<file path="src/rtl/rxdma_pkg.sv">
// Shared types for the page-based receive DMA manager.
// Assumes a 32-bit data path and 32-bit byte addresses.
package rxdma_pkg;

    localparam int unsigned WORD_W = 32;
    localparam int unsigned ADDR_W = 32;
    localparam int unsigned CNT_W  = 24;

    // Status word: last flag in bit 31, error flag in bit 30, byte count in [23:0].
    typedef struct packed {
        logic             last;
        logic             err;
        logic [5:0]       rsvd;
        logic [CNT_W-1:0] bytes;
    } pg_status_t;

    // One entry of the report queue.
    typedef struct packed {
        logic [ADDR_W-1:0] base;
        pg_status_t        status;
    } pg_report_t;

    typedef enum logic {
        ENG_WAIT = 1'b0,
        ENG_FILL = 1'b1
    } eng_state_t;

endpackage

</file>
<file path="src/rtl/rxdma_fifo.sv">
// Synchronous first-in first-out queue with show-ahead output.
// A push while full and a pop while empty are ignored.
// Assumes DEPTH >= 2. The storage itself is not reset; only the pointers and the fill count are.
module rxdma_fifo #(
    parameter int unsigned WIDTH = 32,
    parameter int unsigned DEPTH = 8
) (
    input  logic             clk,
    input  logic             rst_n,
    input  logic             push,
    input  logic [WIDTH-1:0] din,
    input  logic             pop,
    output logic [WIDTH-1:0] dout,
    output logic             full,
    output logic             empty
);

    localparam int unsigned PTR_W = $clog2(DEPTH);
    localparam int unsigned CNT_W = $clog2(DEPTH + 1);

    logic [WIDTH-1:0] store [DEPTH];
    logic [PTR_W-1:0] wr_ptr;
    logic [PTR_W-1:0] rd_ptr;
    logic [CNT_W-1:0] fill;
    logic             do_push;
    logic             do_pop;

    function automatic logic [PTR_W-1:0] bump(input logic [PTR_W-1:0] p);
        return (p == PTR_W'(DEPTH - 1)) ? '0 : p + PTR_W'(1);
    endfunction

    assign full    = (fill == CNT_W'(DEPTH));
    assign empty   = (fill == '0);
    assign do_push = push && !full;
    assign do_pop  = pop && !empty;
    assign dout    = store[rd_ptr];

    // Write the incoming entry into storage.
    always_ff @(posedge clk) begin
        if (do_push) begin
            store[wr_ptr] <= din;
        end
    end

    // Advance pointers and track the fill level.
    always_ff @(posedge clk) begin
        if (!rst_n) begin
            wr_ptr <= '0;
            rd_ptr <= '0;
            fill   <= '0;
        end else begin
            if (do_push) wr_ptr <= bump(wr_ptr);
            if (do_pop)  rd_ptr <= bump(rd_ptr);
            case ({do_push, do_pop})
                2'b10:   fill <= fill + CNT_W'(1);
                2'b01:   fill <= fill - CNT_W'(1);
                default: fill <= fill;
            endcase
        end
    end

    a_r2_full_push_ignored: assert property (@(posedge clk) disable iff (!rst_n)
        (push && full && !pop) |=> (fill == $past(fill)));

    a_r9_empty_pop_ignored: assert property (@(posedge clk) disable iff (!rst_n)
        (pop && empty && !push) |=> empty);

    a_r2_fill_bound: assert property (@(posedge clk) disable iff (!rst_n)
        fill <= CNT_W'(DEPTH));

endmodule

</file>
<file path="src/rtl/rxdma_page_engine.sv">
// Page fill engine: takes one free page at a time and passes accepted receive
// words to the master write port at consecutive word addresses of that page.
// It frames bursts and reports each closed page.
// Assumes page bases are multiples of PAGE_BYTES, and PAGE_BYTES is a multiple
// of 4*BURST_WORDS, with BURST_WORDS a power of two of at least 2.
module rxdma_page_engine
    import rxdma_pkg::*;
#(
    parameter int unsigned PAGE_BYTES  = 4096,
    parameter int unsigned BURST_WORDS = 8
) (
    input  logic              clk,
    input  logic              rst_n,
    input  logic              free_valid,
    input  logic [ADDR_W-1:0] free_base,
    output logic              free_take,
    input  logic              rdy_full,
    output logic              rdy_push,
    output pg_report_t        rdy_entry,
    input  logic              rx_valid,
    output logic              rx_ready,
    input  logic [WORD_W-1:0] rx_data,
    input  logic              rx_last,
    input  logic              rx_err,
    output logic              mw_valid,
    input  logic              mw_ready,
    output logic [ADDR_W-1:0] mw_addr,
    output logic [WORD_W-1:0] mw_data,
    output logic              mw_last
);

    localparam int unsigned PAGE_WORDS = PAGE_BYTES / 4;
    localparam int unsigned IDX_W      = $clog2(PAGE_WORDS);
    localparam int unsigned BST_W      = $clog2(BURST_WORDS);

    eng_state_t        state;
    logic [ADDR_W-1:0] page_base;
    logic [IDX_W-1:0]  word_idx;
    logic              err_acc;
    logic              beat;
    logic              page_end;
    logic              burst_end;
    logic              close;
    logic [IDX_W:0]    words_done;

    // Open a page only when a free page exists and a report slot is guaranteed.
    assign free_take = (state == ENG_WAIT) && free_valid && !rdy_full;

    // Pass-through handshake between receive stream and master port.
    assign rx_ready  = (state == ENG_FILL) && mw_ready;
    assign mw_valid  = (state == ENG_FILL) && rx_valid;
    assign mw_data   = rx_data;
    assign mw_addr   = page_base + ADDR_W'({word_idx, 2'b00});
    assign beat      = mw_valid && mw_ready;

    // Burst and page boundaries from the word index.
    assign page_end  = (word_idx == IDX_W'(PAGE_WORDS - 1));
    assign burst_end = &word_idx[BST_W-1:0];
    assign mw_last   = page_end || burst_end || rx_last;
    assign close     = beat && (page_end || rx_last);

    // Build the report for the page being closed.
    assign words_done             = {1'b0, word_idx} + (IDX_W + 1)'(1);
    assign rdy_push               = close;
    assign rdy_entry.base         = page_base;
    assign rdy_entry.status.last  = rx_last;
    assign rdy_entry.status.err   = err_acc || rx_err;
    assign rdy_entry.status.rsvd  = '0;
    assign rdy_entry.status.bytes = CNT_W'({words_done, 2'b00});

    // Page state: load a new base, advance the word index, close on boundary.
    always_ff @(posedge clk) begin
        if (!rst_n) begin
            state     <= ENG_WAIT;
            page_base <= '0;
            word_idx  <= '0;
            err_acc   <= 1'b0;
        end else begin
            case (state)
                ENG_WAIT: begin
                    if (free_take) begin
                        page_base <= free_base;
                        word_idx  <= '0;
                        err_acc   <= 1'b0;
                        state     <= ENG_FILL;
                    end
                end
                ENG_FILL: begin
                    if (close) begin
                        state <= ENG_WAIT;
                    end else if (beat) begin
                        word_idx <= word_idx + IDX_W'(1);
                        err_acc  <= err_acc || rx_err;
                    end
                end
                default: state <= ENG_WAIT;
            endcase
        end
    end

    a_r3_wait_blocks_rx: assert property (@(posedge clk) disable iff (!rst_n)
        (state == ENG_WAIT) |-> (!rx_ready && !mw_valid));

    a_r3_take_needs_page: assert property (@(posedge clk) disable iff (!rst_n)
        free_take |-> free_valid);

    a_r4_rx_follows_mw: assert property (@(posedge clk) disable iff (!rst_n)
        rx_ready |-> mw_ready);

    a_r4_addr_step: assert property (@(posedge clk) disable iff (!rst_n)
        (beat && !close) |=> (mw_addr == $past(mw_addr) + ADDR_W'(4)));

    a_r4_addr_hold: assert property (@(posedge clk) disable iff (!rst_n)
        (mw_valid && !mw_ready) |=> $stable(mw_addr));

    a_r5_burst_edge: assert property (@(posedge clk) disable iff (!rst_n)
        (mw_valid && (&mw_addr[BST_W+1:2])) |-> mw_last);

    a_r6_count_range: assert property (@(posedge clk) disable iff (!rst_n)
        rdy_push |-> ((rdy_entry.status.bytes != '0) &&
                      (rdy_entry.status.bytes <= CNT_W'(PAGE_BYTES))));

    a_r7_last_closes: assert property (@(posedge clk) disable iff (!rst_n)
        (beat && rx_last) |=> (!rx_ready && !mw_valid));

    a_r9_report_room: assert property (@(posedge clk) disable iff (!rst_n)
        rdy_push |-> !rdy_full);

endmodule

</file>
<file path="src/rtl/rxdma_top.sv">
// Page-based receive DMA manager top level.
// It links the free page queue and the page report queue to the page fill engine.
// Assumes host software pushes page-aligned bases and drains reports in order.
module rxdma_top
    import rxdma_pkg::*;
#(
    parameter int unsigned PAGE_BYTES  = 4096,
    parameter int unsigned BURST_WORDS = 8,
    parameter int unsigned FREE_DEPTH  = 8,
    parameter int unsigned RDY_DEPTH   = 8
) (
    input  logic        clk,
    input  logic        rst_n,
    input  logic        free_push,
    input  logic [31:0] free_addr,
    output logic        free_full,
    input  logic        rx_valid,
    output logic        rx_ready,
    input  logic [31:0] rx_data,
    input  logic        rx_last,
    input  logic        rx_err,
    output logic        mw_valid,
    input  logic        mw_ready,
    output logic [31:0] mw_addr,
    output logic [31:0] mw_data,
    output logic        mw_last,
    output logic        rdy_valid,
    input  logic        rdy_pop,
    output logic [31:0] rdy_addr,
    output logic [31:0] rdy_status
);

    localparam int unsigned REP_W = $bits(pg_report_t);

    logic [ADDR_W-1:0] free_head;
    logic              free_empty;
    logic              free_take;
    logic              rdy_push;
    logic              rdy_full;
    logic              rdy_empty;
    pg_report_t        rdy_entry;
    pg_report_t        rdy_head;
    logic [REP_W-1:0]  rdy_dout;

    // Queue of empty host pages.
    rxdma_fifo #(
        .WIDTH (ADDR_W),
        .DEPTH (FREE_DEPTH)
    ) u_free_q (
        .clk   (clk),
        .rst_n (rst_n),
        .push  (free_push),
        .din   (free_addr),
        .pop   (free_take),
        .dout  (free_head),
        .full  (free_full),
        .empty (free_empty)
    );

    // Page fill engine.
    rxdma_page_engine #(
        .PAGE_BYTES  (PAGE_BYTES),
        .BURST_WORDS (BURST_WORDS)
    ) u_engine (
        .clk        (clk),
        .rst_n      (rst_n),
        .free_valid (!free_empty),
        .free_base  (free_head),
        .free_take  (free_take),
        .rdy_full   (rdy_full),
        .rdy_push   (rdy_push),
        .rdy_entry  (rdy_entry),
        .rx_valid   (rx_valid),
        .rx_ready   (rx_ready),
        .rx_data    (rx_data),
        .rx_last    (rx_last),
        .rx_err     (rx_err),
        .mw_valid   (mw_valid),
        .mw_ready   (mw_ready),
        .mw_addr    (mw_addr),
        .mw_data    (mw_data),
        .mw_last    (mw_last)
    );

    // Queue of filled page reports for software.
    rxdma_fifo #(
        .WIDTH (REP_W),
        .DEPTH (RDY_DEPTH)
    ) u_rdy_q (
        .clk   (clk),
        .rst_n (rst_n),
        .push  (rdy_push),
        .din   (rdy_entry),
        .pop   (rdy_pop),
        .dout  (rdy_dout),
        .full  (rdy_full),
        .empty (rdy_empty)
    );

    assign rdy_head   = rdy_dout;
    assign rdy_valid  = !rdy_empty;
    assign rdy_addr   = rdy_head.base;
    assign rdy_status = rdy_head.status;

endmodule

</file>
<file path="config.mk">
export PLATFORM = sky130hd
export DESIGN_NAME = rxdma_top
export DESIGN_NICKNAME = d
export VERILOG_FILES = /design/src/rtl/rxdma_pkg.sv /design/src/rtl/rxdma_fifo.sv /design/src/rtl/rxdma_page_engine.sv /design/src/rtl/rxdma_top.sv
export SDC_FILE = /design/constraint.sdc
export NUM_CORES = 1
export LEC_CHECK = 0
export BUFFER_PORTS_ARGS = -buffer_cell sky130_fd_sc_hd__buf_2
export CAP_MARGIN = 20
export CORE_ASPECT_RATIO = 1.75
export CORE_MARGIN = 2
export CORE_UTILIZATION = 45
export DETAILED_ROUTE_END_ITERATION = 16
export PLACE_DENSITY = 0.6
export SYNTH_ARGS = -nofsm -noshare
export SYNTH_HDL_FRONTEND = slang
export SYNTH_SLANG_ARGS = --single-unit
</file>
<file path="constraint.sdc">
create_clock -name clk -period 13 [get_ports clk]
set_input_delay 2.6 -clock clk [delete_from_list [all_inputs] [get_ports clk]]
set_output_delay 2.6 -clock clk [all_outputs]
set_load 0.02 [all_outputs]
</file>
==> results of run 1 <==
## metrics by stage
stage	cells	hold slack [ns]	area [um2]	total power, uW
after floorplan	1427	0.467	27500	3310
after global placement	2250	0.485	28800	3560
after detailed placement	2250	0.486	28800	3570
after CTS	2355	0.496	30700	5270
after global routing	2355	0.528	30700	5420
final	2356	0.486	30700	5210
## layer usage
layer,share of wire,vias up
met2,0.53,311
met3,0.046,105
met1,0.40,6864
met5,0.0010,-
li1,-,5846
met4,0.027,10
## where the power goes
group | internal, uW | switching (uW) | leakage, uW
Clock | 952 | 754 | 0.000917
Combinational | 347 | 461 | 0.00317
Sequential | 2550 | 148 | 0.00626
## cells in the final DEF, fill, tap and decap left out, types with 12 or more instances in the layout
| cell type | synthesis | final |
|---|---|---|
| edfxtp_1 | 616 | 616 |
| mux4_2 | 154 | 154 |
| buf_2 | 24 | 121 |
| nand2_1 | 77 | 77 |
| dfxtp_1 | 67 | 61 |
| clkbuf_16 | 0 | 58 |
| mux2_2 | 45 | 45 |
| mux2i_1 | 33 | 33 |
| buf_4 | 54 | 33 |
| o211a_1 | 31 | 31 |
| ha_1 | 26 | 26 |
| xor2_1 | 23 | 23 |
| conb_1 | 1 | 19 |
| nand3_1 | 18 | 18 |
| a21oi_1 | 18 | 18 |
| a21boi_0 | 18 | 18 |
| xnor2_1 | 17 | 17 |
| inv_1 | 14 | 14 |
| clkbuf_1 | 29 | 14 |
| clkinv_2 | 0 | 12 |
## cell usage after synthesis, drive strengths merged (2+ instances only)
library cell and number:
o31ai 2, fa 2, a21oi 18, nor4bb 2, buf 87, inv 16
mux2 45, and2 8, xnor2 17, nor2 13, and4 2, mux4 154
nand2b 5, a21boi 18, dfxtp 67, o21ai 10, nor4b 5, o31a 2
a21o 6, nor3 17, or3 4, xor2 23, clkbuf 30, edfxtp 616
and3 7, nor2b 4, nand3 18, nor4 5, o21a 7, nand2 78
ha 26, o211a 31, mux2i 33, nand4 10, nor3b 3, a221oi 3
## logic make-up after synthesis
| kind of cell | Yosys count | synth area share |
|---|---|---|
| other cells | 1 | 0.000137 |
| mux | 232 | 0.157 |
| compound gates | 107 | 0.0313 |
| buf+inv | 133 | 0.0271 |
| xor+xnor | 40 | 0.0128 |
| fa+ha+maj | 28 | 0.0133 |
| simple gates | 185 | 0.0363 |
| flops | 683 | 0.722 |
## final timing paths
path                                             end            startpoint  slack [ns]
worst min-delay path                        register     u_rdy_q.rd_ptr[2]        0.49
worst max register to register  u_rdy_q.store[5][35]  u_engine.word_idx[1]        9.38
worst max-delay path                    rdy_addr[18]              register        6.72
worst min register to register              register     u_rdy_q.rd_ptr[2]        0.49
## registers in the layout, summed over array words and instances (netlist names), named ones only
| name | cells |
|---|---|
| u_engine.err_acc | 1 |
| u_engine.page_base | 32 |
| u_engine.state | 1 |
| u_engine.word_idx | 10 |
| u_free_q.fill | 4 |
| u_free_q.rd_ptr | 3 |
| u_free_q.store | 256 |
| u_free_q.wr_ptr | 3 |
| u_rdy_q.fill | 4 |
| u_rdy_q.rd_ptr | 3 |
| u_rdy_q.store | 360 |
| u_rdy_q.wr_ptr | 3 |
## worst reg2reg max path, cell delays in order (launching register included)
cell	delay [ns]
dfxtp_1	0.42
ha_1	0.28
nand2_1	0.15
o31a_1	0.37
nor3_4	0.36
nand2_2	0.21
nor3b_4	0.85
buf_4	0.58
## layout make-up
cell class / count / area [um2]
repair buffers: 154 / 853
diodes: 1 / 2.50
fillers: 4884 / 29600
clock buffers: 81 / 1630
multi-input cells: 611 / 7040
clock inverters: 24 / 234
well taps: 786 / 983
inverters: 16 / 62.6
flip-flops and latches: 683 / 19900
==> metrics.md, run 1 <==
| Metric | Value |
|---|---|
| Status | `finished clean` |
| Width of the die | `between 150 and 200 um` |
| Crit path max-delay family | `buffers and inverters` |
| Pin count of the biggest net entering global routing | `72` |
| Yosys warns | `0` |
| Maximum clock frequency | `159 MHz` |
| Routed wire length | `roughly 57000 um` |
| Post-synth EDFFs | `approximately 620` |
| Kind of critical path | `reg2out` |
| Vias in the first global route | `between 10k and 15k` |
| Synth area leaders | `edfxtp_1 (67%), mux4_2 (13%), dfxtp_1 (4.9%)` |
| Period utilization | `0.483` |
| Met1 GRT Util | `0.226` |
| Gpl congestion | `0.798` |
| Final net count | `roughly 1.6k` |
| CP max stage delay | `approximately 0.82 ns` |
| Clk root buf | `clkbuf_16` |
| Worst setup SP type | `register` |
| Most used DFF post-synth | `edfxtp_1` |
| Reg2Reg Depth | `7` |
| Mapped Area | `around 0.027 mm2` |
| CP arrival | `about 3.7 ns` |
| Hold buffer count at cts | `0` |
| Initial antenna violation count | `7` |
| Max VDD drop | `around 0.12 mV` |
| Synth top area share | `0.674` |
| Post-CTS setup buffers | `0` |
| Count of final setup violators | `0` |
| Core region area | `a little over 0.06 mm2` |
| Num CTS Buffers | `57` |
| CTS tree | `built` |
| Crit-path cells | `buf_4 > buf_4 > mux4_2 > mux2_2 > buf_2` |
| Hold depth | `2` |
| Post_cts resized | `0` |
| Unrepaired setup endpoints after global routing | `false` |
| Share of layout cells above drive strength 1 | `0.305` |
| Vias per cell | `5.58` |
| Sink Count | `a little under 700` |
| Dpl ws | `7.06 ns` |
| Most used cell, CP | `buf_4` |
| FP Rows | `between 100 and 150` |
| Met3 Use GR | `0.0296` |
| DRT iter0 DRCs | `approximately 1k` |
| Die Y | `around 330 um` |
| Top Ports | `slightly above 200` |
| HP Class | `reg2reg` |
| Seq cells post-synth | `683` |
| Synth async-reset ratio | `0` |
| Final hold violation count | `0` |
| GR peak layer | `met2` |
| Final setup margin | `roughly 6.7 ns` |
| GRT Total Usage | `0.184` |
| WP depth | `5` |
| Syn Inst Count | `about 1.4k` |
| Pwr Density | `roughly 170 mW/mm2` |
| Area delta synth->final | `11.6%` |
| Mean Syn Cell Area | `a little under 20 um2` |
| Cell taking the most area after synthesis | `edfxtp_1` |
| Die area | `between 0.06 and 0.07 mm2` |
| Leak Pwr | `0.0103 uW` |
| WP buf/inv | `3` |
| CP max stage cell | `buf_4` |
| Maximum fanout along the worst path | `46` |
| Antenna Violating Nets Remaining | `0` |
| DRC | `0` |
| Via count | `around 13k` |
| First-pass GRT wire length | `85400 um` |
| Setup_tns | `0 ns` |
| Total grt overflow | `0` |
| Util after Layout | `0.508` |
| Critical Path End Type | `output port` |
| Worst endpoint required time | `10.40 ns` |
| Clk_lat worst skew | `a little over 0.6 ns` |
| Netlist cell types | `69` |
| Worst slew pin tran | `0.988 ns` |
| Initial core utilization | `0.455` |
| HPWL after DPL | `about 34000 um` |
| Reg clk slew, reported paths | `0.07 ns` |
| TritonRoute pass-1 iters | `5` |
| Slew Viols, Final | `0` |
| H-Tree Level Count | `2` |
| Final Critical Period | `6.28 ns` |
| Met2 Use GR | `0.331` |
| Port Buffers | `121` |
| Final setup skew | `0.0207 ns` |
| Max-slew headroom | `0.341` |
| Max-cap viol count | `0` |
| Average wire per standard cell | `~24 um` |
| Seq/Total Area, Yosys | `0.722` |
| CTS Buffer Depth | `3` |
Power figures use the tool's default switching activity.
==> inputs of run 2 (changes only) <==
--- a/config.mk
+++ b/config.mk
@@ -5,13 +5,14 @@
 export SDC_FILE = /design/constraint.sdc
 export NUM_CORES = 1
 export LEC_CHECK = 0
+export ABC_AREA = 1
 export BUFFER_PORTS_ARGS = -buffer_cell sky130_fd_sc_hd__buf_2
 export CAP_MARGIN = 20
 export CORE_ASPECT_RATIO = 1.75
 export CORE_MARGIN = 2
 export CORE_UTILIZATION = 45
 export DETAILED_ROUTE_END_ITERATION = 16
-export PLACE_DENSITY = 0.6
+export PLACE_DENSITY = 0.62
 export SYNTH_ARGS = -nofsm -noshare
 export SYNTH_HDL_FRONTEND = slang
 export SYNTH_SLANG_ARGS = --single-unit
==> constraint.sdc (replaced) <==
create_clock -name clk -period 5.2 [get_ports clk]
set_input_delay 1.04 -clock clk [delete_from_list [all_inputs] [get_ports clk]]
set_output_delay 1.04 -clock clk [all_outputs]
set_load 0.02 [all_outputs]
==> run 2 against run 1 <==
Compared with the run above: total power increased to 3.2 times the previous value; core utilization decreased by 0.62 points; critical path depth increased by 3; synthesized area increased by 3.4%; sequential share of layout area decreased by 1.4 points; final area increased by 2.2%; global-route usage increased by 2.6 points; clock-buffer cell count decreased by 7; via count increased by 42%; non-clock buffer count decreased by 1; wire length increased by 22%; critical path type unchanged; largest cell class unchanged; highest routed layer unchanged.
==> metrics.md, run 2 <==
| Metric | Value |
|---|---|
| Mean Syn Cell Area | `about 12 um2` |
| TritonRoute pass-1 iters | `7` |
| Width of the die | `194 um` |
| Commonest non-fill, non-tap cells in the layout | `edfxtp_1 (616), nor2_1 (491), nand2_1 (296)` |
| Most used DFF post-synth | `edfxtp_1` |
| DRT iter0 DRCs | `1377` |
| Gpl congestion | `0.855` |
| Initial core utilization | `0.455` |
| Period utilization | `0.781` |
| Core region area | `0.0624 mm2` |
| DRC | `0` |
| Crit-path cells | `ha_1 > fa_1 > nand3_1 > nand2_1 > nand3_1 > nand3_1 > xor2_1 > buf_2` |
| Pwr Density | `approximately 540 mW/mm2` |
| Vias per cell | `between 5 and 6` |
| First-pass GRT wire length | `105000 um` |
| Die Y | `between 300 and 400 um` |
| Antenna Violating Nets Remaining | `0` |
| R2r startpoint | `u_engine.word_idx[0]` |
| Top Ports | `roughly 210` |
| Filler cells | `approximately 5.4k` |
| Mapped Area | `around 0.028 mm2` |
| Synth async-reset ratio | `0` |
| Count of final setup violators | `0` |
| Cell taking the most area after synthesis | `edfxtp_1` |
| HP Class | `reg2reg` |
| Largest registers | `u_rdy_q.store: 360 flops, u_free_q.store: 256 flops, u_engine.page_base: 32 flops` |
| FP Rows | `roughly 120` |
| Seq/Total Area, Yosys | `0.698` |
| Final Critical Period | `~4.1 ns` |
| Hold buffer count at cts | `0` |
| Max-cap viol count | `0` |
| Post_cts resized | `0` |
| WHS | `0.488 ns` |
| Commonest non-fill, non-tap cell in the layout | `edfxtp_1` |
| Critical Path End Type | `output port` |
| Top cells by count, synth | `edfxtp_1 (616), nor2_1 (504), nand2_1 (296)` |
| CP max stage cell | `xor2_1` |
| Netlist cell types | `43` |
| Max VDD drop | `0.295 mV` |
| Seq cells post-synth | `approximately 700` |
| Syn Inst Count | `2414` |
| Yosys warns | `0` |
| Share of layout cells above drive strength 1 | `0.115` |
| Total grt overflow | `0` |
| Maximum clock frequency | `246 MHz` |
| Worst setup SP type | `register` |
| Unrepaired setup endpoints after global routing | `false` |
| Die area | `roughly 0.065 mm2` |
| Final hold violation count | `0` |
| GRT Total Usage | `0.210` |
| Worst slew pin tran | `1.13 ns` |
| Most frequent cell after synthesis | `edfxtp_1` |
| Area delta synth->final | `10.3%` |
| Vias in the first global route | `18.1k` |
| Routed wire length | `between 60000 and 70000 um` |
| Hold_sp | `u_engine.err_acc` |
| CP arrival | `slightly above 3 ns` |
| CP startpoint | `u_engine.page_base[2]` |
| Average wire per standard cell | `between 20 and 25 um` |
| CTS Buffer Depth | `3` |
| Final setup skew | `between 0.02 and 0.03 ns` |
| HPWL after DPL | `around 42000 um` |
| Leak Pwr | `~0.011 uW` |
| Status | `finished clean` |
| Num CTS Buffers | `56` |
| Via count | `~19k` |
| Reg clk slew, reported paths | `roughly 0.06 ns` |
| CTS tree | `built` |
| Synth area leaders | `edfxtp_1 (65%), nor2_1 (6.7%), o21ai_0 (4.8%)` |
| Sequential cell area | `around 0.020 mm2` |
| Maximum fanout along the worst path | `10` |
| WP buf/inv | `1` |
| Max reg flops | `360` |
| Sink Count | `between 600 and 700` |
| Clk_lat worst skew | `between 0.6 and 0.7 ns` |
| Crit path max-delay family | `adder cells` |
| Post-synth EDFFs | `roughly 600` |
| Biggest register | `u_rdy_q.store` |
| Final net count | `2560` |
| Most used cell, CP | `nand3_1` |
| Slew Viols, Final | `0` |
| Max-slew headroom | `0.244` |
| Setup_tns | `0 ns` |
| Worst endpoint required time | `roughly 4.2 ns` |
| Clk root buf | `clkbuf_16` |
| Post-CTS setup buffers | `0` |
| Synth top area share | `0.651` |
| CP max stage delay | `0.44 ns` |
| Kind of critical path | `reg2out` |
| Initial antenna violation count | `4` |
| Multi-input gate area | `around 0.0074 mm2` |
| Port Buffers | `about 120` |
| Pin count of the biggest net entering global routing | `around 180` |
| H-Tree Level Count | `2` |
-- run 2: cells by family (layout without fill, tap and decap cells) --
logic type,after synthesis,in the layout,share of synthesized area
buf+inv,264,338,0.0466
compound gates,525,525,0.110
fa+ha+maj,28,28,0.0129
flops,683,683,0.698
xor+xnor,18,18,0.00555
simple gates,895,895,0.127
other cells,1,21,0.000132
-- run 2: routing by layer --
layer	track usage	routed length (um)	up-vias
li1	-	-	8653
met1	0.252	27500	9202
met2	0.378	35600	599
met3	0.0277	3980	168
met4	0.0930	2710	8
met5	0	51	-
-- run 2: area by class of cell --
cell class                 count  share of cell area
sequential                   683               0.634
antenna                        2            0.000160
timing repair buffer         153              0.0290
tap                          799              0.0319
clock buffer                  74              0.0481
multi-input combinational   1485               0.237
clock inverter                30             0.00999
inverter                      81             0.00983
-- run 2: power by group --
group,switching (uW),leakage (uW),internal (uW)
Clock,1880,0.000898,2340
Combinational,3840,0.00396,1630
Sequential,642,0.00618,6580
-- run 2: per-stage QoR --
stage	instance area, um2	util	setup WS, ns	total power, uW	cells
2_1_floorplan	28500	-	0.0553	10900	2432
3_3_place_gp	29500	0.473	1.86	12700	3201
3_5_place_dp	29500	0.473	1.86	12800	3201
4_1_cts	31300	0.502	1.19	17000	3305
5_1_grt	31300	0.502	0.992	17800	3305
6_report	31300	0.502	1.14	16900	3307
-- run 2: path summary, 6_finish.rpt --
path | slack [ns] | endpoint | cells after the start
worst max register to register | 2.25 | u_rdy_q.store[3][25] | 10
worst max-delay path | 1.14 | mw_addr[14] | 8
worst min register to register | 0.49 | u_engine.err_acc | 2
worst min-delay path | 0.49 | u_engine.err_acc | 2
-- run 2: worst register-to-register path: stages (launching register included) --
cell and delay, ns:
dfxtp_1 0.47, ha_1 0.23, nand2_1 0.10, nor2_4 0.18
nand3_2 0.15, nand2_4 0.12, nand3_4 0.12, inv_2 0.14
nand2_2 0.13, nor2_4 0.30, buf_4 0.60
==> inputs of run 3 (changes only) <==
--- a/config.mk
+++ b/config.mk
@@ -12,7 +12,7 @@
 export CORE_MARGIN = 2
 export CORE_UTILIZATION = 45
 export DETAILED_ROUTE_END_ITERATION = 16
-export PLACE_DENSITY = 0.62
+export PLACE_DENSITY = 0.59
 export SYNTH_ARGS = -nofsm -noshare
 export SYNTH_HDL_FRONTEND = slang
 export SYNTH_SLANG_ARGS = --single-unit
==> constraint.sdc (replaced) <==
create_clock -name clk -period 4 [get_ports clk]
set_input_delay 0.8 -clock clk [delete_from_list [all_inputs] [get_ports clk]]
set_output_delay 0.8 -clock clk [all_outputs]
set_load 0.02 [all_outputs]
==> run 3 against run 2 <==
Compared with the run above: final area rose by 0.86%; total power grew 32%; critical endpoint unchanged; global-route usage barely moved; core utilization rose by 0.43 points.
==> metrics.md, run 3 (synthesized netlist as in run 2, its figures left out) <==
| Metric | Value |
|---|---|
| Status | `finished clean` |
| Largest registers | `u_rdy_q.store: 360 flops, u_free_q.store: 256 flops, u_engine.page_base: 32 flops` |
| Biggest register | `u_rdy_q.store` |
| CTS tree | `built` |
| Width of the die | `194 um` |
| P_int | `around 14000 uW` |
| Pwr Density | `around 700 mW/mm2` |
| Commonest non-fill, non-tap cells in the layout | `edfxtp_1 (616), nor2_1 (491), nand2_1 (296)` |
| Psw | `about 8300 uW` |
| GRT Total Usage | `0.210` |
| Hold buffer count at cts | `0` |
| Util after Layout | `0.507` |
| Combinational power share | `0.324` |
| Vias in the first global route | `18.4k` |
| Core region area | `just over 0.06 mm2` |
| First-pass GRT wire length | `approximately 110000 um` |
| FP Rows | `121` |
| Worst hold endpoint | `u_free_q.store[6][25]` |
| DRT iter0 DRCs | `~1.5k` |
| Maximum clock frequency | `approximately 260 MHz` |
| Via count | `18.5k` |
| Critical Path End Type | `output port` |
| Post-route cell area | `about 0.032 mm2` |
| Setup slack, reg-to-reg | `around 1.1 ns` |
| CP arrival | `roughly 3.0 ns` |
| Final hold violation count | `0` |
| Hold depth | `1` |
| Antenna Violating Nets Remaining | `0` |
| Initial antenna violation count | `7` |
| Worst slew pin tran | `around 1 ns` |
| Reg power frac | `0.418` |
| Total grt overflow | `0` |
| Worst setup SP type | `register` |
| Port Buffers | `around 120` |
| Average wire per standard cell | `21.0 um` |
| Die area | `0.0652 mm2` |
| TritonRoute pass-1 iters | `6` |
| Die Y | `between 300 and 400 um` |
| Clk_lat worst skew | `approximately 0.63 ns` |
| HP Class | `in2reg` |
| Setup_tns | `0 ns` |
| Share of layout cells above drive strength 1 | `0.117` |
| Area delta synth->final | `11.2%` |
| Non-Filler Instances | `~3.3k` |
| Commonest non-fill, non-tap cell in the layout | `edfxtp_1` |
| Gpl congestion | `about 0.94` |
| Num CTS Buffers | `58` |
| Period utilization | `0.947` |
| Pin count of the biggest net entering global routing | `140` |
| R2R Path End | `u_rdy_q.store[0][29]` |
| Unrepaired setup endpoints after global routing | `false` |
| Worst endpoint required time | `approximately 3.2 ns` |
| Maximum fanout along the worst path | `10` |
| HPWL after DPL | `approximately 42000 um` |
| Max-slew headroom | `0.324` |
| H-Tree Level Count | `2` |
| Vias per cell | `5.59` |
| Post-CTS setup buffers | `0` |
| Kind of critical path | `reg2out` |
| Dpl cell area | `a little under 0.03 mm2` |
| Top Ports | `205` |
| Post_cts resized | `0` |
| Final Critical Period | `about 3.8 ns` |
| DRC | `0` |
| Final setup skew | `0.0376 ns` |
| Initial core utilization | `0.455` |
| Routed wire length | `69500 um` |
| Sink Count | `about 700` |
| Max reg flops | `360` |
| Slew Viols, Final | `0` |
| Total power | `22300 uW` |
| Reg clk slew, reported paths | `0.07 ns` |
| Max-cap viol count | `0` |
| Reg2Reg Depth | `10` |
| Clock share of power | `0.259` |
| Switching Fraction | `0.371` |
| Clk root buf | `clkbuf_16` |
| Leak Pwr | `0.0111 uW` |
| R2r startpoint | `u_engine.word_idx[1]` |
| Max VDD drop | `between 0.3 and 0.4 mV` |
| CTS Buffer Depth | `3` |
| Hold_sp | `free_addr[25]` |
| Final net count | `around 2.6k` |
| Placed Cells | `roughly 3.2k` |
| Count of final setup violators | `0` |
==> run 3: metal layers <==
| layer | track usage | wire length (um) |
|---|---|---|
| met1 | 0.250 | 27400 |
| met2 | 0.382 | 36100 |
| met3 | 0.0335 | 3690 |
| met4 | 0.0803 | 2330 |
| met5 | 0 | 34 |
==> run 3: worst max-delay path, cell delays in order (launching register included) <==
cell and delay [ns]:
dfxtp_1 0.39, ha_1 0.26, fa_1 0.41, nand3_1 0.11, nand2_1 0.15, nand3_1 0.12, nand3_1 0.30, xor2_1 0.41
buf_2 0.24
==> run 3: worst max-delay path by stage <==
| stage | end | slack, ns | cells after the start | from |
|---|---|---|---|---|
| 2_1_floorplan | u_rdy_q.store[1][0] | -0.90 | 6 | mw_ready |
| 3_3_place_gp | mw_addr[14] | 0.90 | 8 | u_engine.page_base[2] |
| 3_5_place_dp | mw_addr[14] | 0.91 | 8 | u_engine.page_base[2] |
| 4_1_cts | mw_addr[14] | 0.23 | 8 | u_engine.page_base[2] |
| 5_1_grt | mw_addr[12] | 0.02 | 10 | u_engine.page_base[2] |
| 6_report | mw_addr[14] | 0.21 | 8 | u_engine.page_base[2] |
==> run 3: power by group through the flow <==
| stage | clock, uW | combinational (uW) | sequential, uW |
|---|---|---|---|
| finish | 5760 | 7210 | 9290 |
| global route | 6110 | 8030 | 9370 |
| CTS | 5860 | 7310 | 9280 |
| detailed placement | 0 | 7280 | 9440 |
| global placement | 0 | 7150 | 9400 |
| floorplan | 0 | 5170 | 9040 |
==> run 3: through the flow <==
step	setup WS, ns	hold WS, ns
after floorplan	-0.905	0.441
after global placement	0.904	0.453
after detailed placement	0.909	0.465
after CTS	0.229	0.422
after global routing	0.0220	0.445
final	0.212	0.450
==> run 3: final cells by class <==
type | count | area (um2)
well taps | 799 | 1000
diodes | 2 | 5.00
clock buffers | 67 | 1490
multi-input cells | 1485 | 7430
inverters | 81 | 308
fillers | 5437 | 30800
flip-flops and latches | 683 | 19900
repair buffers | 163 | 1080
clock inverters | 36 | 430
